File: config.mk
export PLATFORM = sky130hd
export DESIGN_NAME = spi_byte_engine
export DESIGN_NICKNAME = d
export VERILOG_FILES = /design/src/rtl/spi_eng_pkg.sv /design/src/rtl/spi_eng_timer.sv /design/src/rtl/spi_eng_tx.sv /design/src/rtl/spi_eng_rx.sv /design/src/rtl/spi_eng_count.sv /design/src/rtl/spi_byte_engine.sv
export SDC_FILE = /design/constraint.sdc
export NUM_CORES = 1
export LEC_CHECK = 0
export BUFFER_PORTS_ARGS = -buffer_cell sky130_fd_sc_hd__buf_2
export CORE_MARGIN = 10
export CORE_UTILIZATION = 26
export CTS_CLUSTER_SIZE = 24
export DETAILED_ROUTE_END_ITERATION = 6
export GPL_TIMING_DRIVEN = 0
export SYNTH_ARGS = -nofsm -noshare
export SYNTH_HDL_FRONTEND = slang
export SYNTH_SLANG_ARGS = --single-unit
export TNS_END_PERCENT = 30
File: constraint.sdc
create_clock -name clk -period 1.7 [get_ports clk]
set_clock_uncertainty 0.15 [all_clocks]
set_input_delay 0.34 -clock clk [delete_from_list [all_inputs] [get_ports clk]]
set_output_delay 0.34 -clock clk [all_outputs]
set_load 0.005 [all_outputs]
File: src/rtl/spi_eng_pkg.sv
package spi_eng_pkg;

  // Per-cycle events decoded from the bit clock position.
  typedef struct packed {
    logic load;    // first edge of a byte: capture the next transmit byte
    logic shift;   // last phase of a bit: advance the transmit register
    logic sample;  // edge that raises SCK: take one MISO bit
    logic done;    // fixed phase in the last bit: byte is complete
  } spi_tick_t;

endpackage

File: src/rtl/spi_eng_timer.sv
module spi_eng_timer
  import spi_eng_pkg::*;
#(
  parameter int DIV      = 10,
  parameter int BITS     = 8,
  parameter int WR_PHASE = 6
) (
  input  logic      clk,
  input  logic      rst,
  input  logic      xfer_en,
  output spi_tick_t tick,
  output logic      sck,
  output logic      ss_n
);

  localparam int PH_W = $clog2(DIV);
  localparam int BC_W = $clog2(BITS);
  localparam int HALF = DIV / 2;

  logic [PH_W-1:0] phase;
  logic [BC_W-1:0] bitc;

  always_ff @(posedge clk) begin
    if (rst || !xfer_en) begin
      phase <= '0;
      bitc  <= '0;
    end else begin
      if (phase == PH_W'(DIV - 1)) begin
        phase <= '0;
        bitc  <= (bitc == BC_W'(BITS - 1)) ? '0 : bitc + 1'b1;
      end else begin
        phase <= phase + 1'b1;
      end
    end
  end

  // SCK is registered one phase ahead, so it is high while phase is HALF..DIV-1.
  always_ff @(posedge clk) begin
    if (rst) begin
      sck  <= 1'b0;
      ss_n <= 1'b1;
    end else begin
      sck  <= xfer_en && (phase >= PH_W'(HALF - 1)) && (phase <= PH_W'(DIV - 2));
      ss_n <= !xfer_en;
    end
  end

  always_comb begin
    tick.load   = xfer_en && (phase == '0) && (bitc == '0);
    tick.shift  = xfer_en && (phase == PH_W'(DIV - 1));
    tick.sample = xfer_en && (phase == PH_W'(HALF - 1));
    tick.done   = xfer_en && (phase == PH_W'(WR_PHASE)) && (bitc == BC_W'(BITS - 1));
  end

endmodule

File: src/rtl/spi_eng_tx.sv
module spi_eng_tx #(
  parameter int BITS = 8
) (
  input  logic            clk,
  input  logic            rst,
  input  logic            load,
  input  logic            shift,
  input  logic            send_en,
  input  logic [BITS-1:0] tx_byte,
  output logic            mosi,
  output logic            tx_rd_n
);

  logic [BITS-1:0] sh;

  always_ff @(posedge clk) begin
    if (rst) begin
      sh      <= '0;
      tx_rd_n <= 1'b1;
    end else begin
      tx_rd_n <= !(load && send_en);
      if (load)
        sh <= send_en ? tx_byte : '0;
      else if (shift)
        sh <= {sh[BITS-2:0], 1'b0};
    end
  end

  assign mosi = sh[BITS-1];

endmodule

File: src/rtl/spi_eng_rx.sv
module spi_eng_rx #(
  parameter int BITS = 8
) (
  input  logic            clk,
  input  logic            rst,
  input  logic            sample,
  input  logic            done,
  input  logic            recv_en,
  input  logic            miso,
  output logic [BITS-1:0] rx_byte,
  output logic            rx_wr_n
);

  always_ff @(posedge clk) begin
    if (rst) begin
      rx_byte <= '0;
      rx_wr_n <= 1'b1;
    end else begin
      rx_wr_n <= !(done && recv_en);
      if (sample)
        rx_byte <= {rx_byte[BITS-2:0], miso};
    end
  end

endmodule

File: src/rtl/spi_eng_count.sv
module spi_eng_count #(
  parameter int CNT_W = 16
) (
  input  logic             clk,
  input  logic             rst,
  input  logic             done,
  input  logic             xfer_en,
  input  logic             xfer_done,
  output logic [CNT_W-1:0] byte_count
);

  always_ff @(posedge clk) begin
    if (rst || (!xfer_en && xfer_done))
      byte_count <= '0;
    else if (done)
      byte_count <= byte_count + 1'b1;
  end

endmodule

File: src/rtl/spi_byte_engine.sv
module spi_byte_engine
  import spi_eng_pkg::*;
#(
  parameter int CLK_DIV  = 10,
  parameter int BYTE_W   = 8,
  parameter int CNT_W    = 16,
  parameter int WR_PHASE = 6
) (
  input  logic              clk,
  input  logic              rst,
  input  logic              xfer_en,
  input  logic              send_en,
  input  logic              recv_en,
  input  logic              xfer_done,
  input  logic [BYTE_W-1:0] tx_byte,
  input  logic              miso,
  output logic              sck,
  output logic              ss_n,
  output logic              mosi,
  output logic              tx_rd_n,
  output logic              rx_wr_n,
  output logic [BYTE_W-1:0] rx_byte,
  output logic [CNT_W-1:0]  byte_count
);

  spi_tick_t tick;

  spi_eng_timer #(.DIV(CLK_DIV), .BITS(BYTE_W), .WR_PHASE(WR_PHASE)) u_timer (
    .clk(clk), .rst(rst), .xfer_en(xfer_en), .tick(tick), .sck(sck), .ss_n(ss_n)
  );

  spi_eng_tx #(.BITS(BYTE_W)) u_tx (
    .clk(clk), .rst(rst), .load(tick.load), .shift(tick.shift), .send_en(send_en),
    .tx_byte(tx_byte), .mosi(mosi), .tx_rd_n(tx_rd_n)
  );

  spi_eng_rx #(.BITS(BYTE_W)) u_rx (
    .clk(clk), .rst(rst), .sample(tick.sample), .done(tick.done), .recv_en(recv_en),
    .miso(miso), .rx_byte(rx_byte), .rx_wr_n(rx_wr_n)
  );

  spi_eng_count #(.CNT_W(CNT_W)) u_count (
    .clk(clk), .rst(rst), .done(tick.done), .xfer_en(xfer_en), .xfer_done(xfer_done),
    .byte_count(byte_count)
  );

endmodule

==> flow_summary.toml <==
[synthesis]
synth_area_leaders = "dfxtp_1 45%, a21oi_1 7.1%, ha_1 5.9%, nand2_1 4.3%, mux2i_1 4.2%"
syn-cell-area_um2 = 1910
ys_seq_area_frac = 0.451
yosysTopAreaCellShare = 0.451
yosysTopAreaCell = "dfxtp_1"
yosysWarnings = 0
postSynthAreaPerCell_um2 = 9.05
synthesis.nets = 235
synth_cell_types = 34
yosys_register_bits = 43
postSynthCellCount = 211

[timing]
maxSlewViolCount = 0
setup_ws_ns = -0.0678
hold_viol = 0
setup_viol = 4
clock.fmax_mhz = 566
whs_ns = 0.111
relSlewSlack = 0.693
finalCritPeriodShare = 1.04
min_period_ns = 1.77
rsz0062_at_grt = "true"
worst_slew_pin_slew_ns = 0.460

[floorplan]
dieHeight_um = 106
pin_count = 44
rows = 31
die_area_um2 = 11200
die_w_um = 106
core_um2 = 7210
initial_core_util = 0.265

[power]
power_per_cell_area_nw_per_um2 = 809
p_sw_w = 0.000429
p_comb_frac = 0.055
swShare = 0.205
ir_drop_mv = 0.424
p_int_w = 0.00166
p_clk_frac = 0.450
p_leak_nw = 1.09
pwr-share-seq = 0.495

[detailed_routing]
first_pass_iters = 4
drt_iter0_drc = 71
drc = 0
vias = 1668
drt_wl_total_mm = 4.66
drtAntennaViolNets = 0
via_per_inst = 4.52
detail_route.wl_per_cell_um = 12.6

[cells_and_area]
final-instance-count-excl-fill = 369
syn_to_final_growth_pct = 35.1
num_antenna_cells = 0
multi_input_area_um2 = 1090
final_area_um2 = 2580
final_layout_size_suffix_gt1_frac = 0.333
layout_common_cells = "42 x buf_2, 39 x dfxtp_1, 23 x a21oi_1, 21 x nand2_1, 16 x nor2_1"
seq_area_um2 = 871
num-nets-final = 293
utilization = 0.358
fill_cells = 793
final_common_cell = "buf_2"

[clock_tree]
root_buffer = "clkbuf_8"
cts_buffers = 5
clk_pin_slew_worst_paths_ns = 0.08
cts_tree = "done"
clock-sinks = 43
clk_path_buf_depth = 2
postCtsHoldBufs = 0
htreeDepth = 2
clk_latency_ns = 0.30

[min_path]
hold_start = "recv_en"
min_to = "u_rx.rx_wr_n"
worstHoldPathCells = 2
hold_class = "input pin to flip-flop"

[global_route]
grt.overflow.total = 0
grt_max_degree = 14
antenna_found_initial = 0
grt_pass1_vias = 1721
gr-usage-all-layers = 0.0848
grt_pass1_wl_mm = 8.03

[flow_run]
max_cap_violations = 0

[setup_path]
rr_startpoint = "u_count.byte_count[0]"
cp_cell_sequence = "ha_1 -> and3_1 -> nand4_4 -> or3_1 -> a21oi_2"
cp.required_ns = 1.79
cp.arrival_ns = 1.85
cp-end-kind = "flip-flop"
reg2reg_to = "u_count.byte_count[10]"
cp_slowest_cell = "dfxtp_1"
crit_type = "flip-flop to flip-flop"
cp_max_fo = 7
max_stage_delay_ns = 0.42
r2r_slack_ns = -0.07
worstRegToRegCells = 5
critPathLaunchType = "flip-flop"

[place]
place_hpwl_mm = 3.36
dp_slack_ns = -0.234
portBuffers = 42
dp_cells = 352
post_dp_cell_area_um2 = 2280
place_congestion = 0.760

[run_status]
failed_checks = "negative setup slack"
outcome = "complete, but fails checks"
## synth_stat cells, drive strengths merged
library cell	number
a21o	1
or2	2
ha	9
nor2	16
and4b	2
buf	4
nand4	6
inv	7
clkbuf	5
nor3b	1
o21ai	7
xnor2	2
nand3b	2
nand2	22
nand2b	3
dfxtp	43
and3	4
mux2i	8
and4	3
or4	1
or3	6
nor3	1
nand3	11
xor2	8
nand4b	1
or3b	1
nor2b	1
a21oi	27
a211oi	7
## per-layer routing
metal / GRT usage / part of all wire / vias to the layer above
met5: 0 / 0 / -
met4: 0.0290 / 0.015 / 0
met3: 0.0353 / 0.062 / 7
met2: 0.145 / 0.51 / 28
met1: 0.0922 / 0.41 / 780
li1: - / - / 853
## what timing repair did
action | CTS | global route
pin swaps | 9 | 4
setup endpoints to repair | 16 | 20
setup buffers | 7 | 3
gates resized for setup | 10 | 19
hold endpoints to repair | 0 | 0
## worst max-delay path by stage
stage,depth (start not counted),startpoint,end
after CTS,7,u_timer.bitc[0],u_count.byte_count[14]
after detailed placement,5,rst,u_count.byte_count[0]
after global routing,7,u_timer.bitc[1],u_count.byte_count[10]
after global placement,5,rst,u_count.byte_count[0]
after floorplan,7,u_timer.bitc[0],u_count.byte_count[9]
final,5,u_count.byte_count[0],u_count.byte_count[10]
## cells by family after synthesis
logic type	Yosys count	synth area share
adder cells (fa/ha/maj)	9	0.0589
XOR/XNOR	10	0.0458
AO/OA/AOI/OAI	42	0.120
flip-flops	43	0.451
multiplexers	8	0.0419
buffers and inverters	16	0.0413
AND/OR/NAND/NOR	83	0.241
## worst max-delay path, delay by kind of cell (launching register included)
kind | cells | cell delay [ns]
fa+ha+maj | 1 | 0.22
simple gates | 3 | 0.81
compound gates | 1 | 0.11
flops | 1 | 0.42
## through the flow
step	power, W	TNS, ns
finish	0.00209	-0.258
CTS	0.00211	-0.255
detailed placement	0.00116	-4.74
floorplan	0.00112	-0.162
global placement	0.00116	-4.38
global route	0.00219	-1.30
## area by class of cell
type,count,share of cell area
plain buffers,8,0.0189
clock buffers,6,0.0281
clock inverters,2,0.0233
inverters,7,0.0111
multi-input cells,152,0.423
flip-flops and latches,43,0.337
well taps,99,0.0480
repair buffers,52,0.111
## sequential cells by signal, summed over array words and instances, names as in the netlist
signal,cells
u_rx.rx_byte,8
u_timer.bitc,3
u_tx.sh,8
u_timer.phase,4
u_count.byte_count,16
u_timer.ss_n,1
u_timer.sck,1
u_rx.rx_wr_n,1
u_tx.tx_rd_n,1
## power by group through the flow
stage | combinational [W] | sequential, W | clock (W)
2_1_floorplan | 0.0000618 | 0.00106 | 0
3_3_place_gp | 0.000102 | 0.00106 | 0
3_5_place_dp | 0.000102 | 0.00106 | 0
4_1_cts | 0.000111 | 0.00103 | 0.000964
5_1_grt | 0.000127 | 0.00104 | 0.00102
6_report | 0.000114 | 0.00103 | 0.000940
Note: power is estimated with default switching activity, not from simulation.
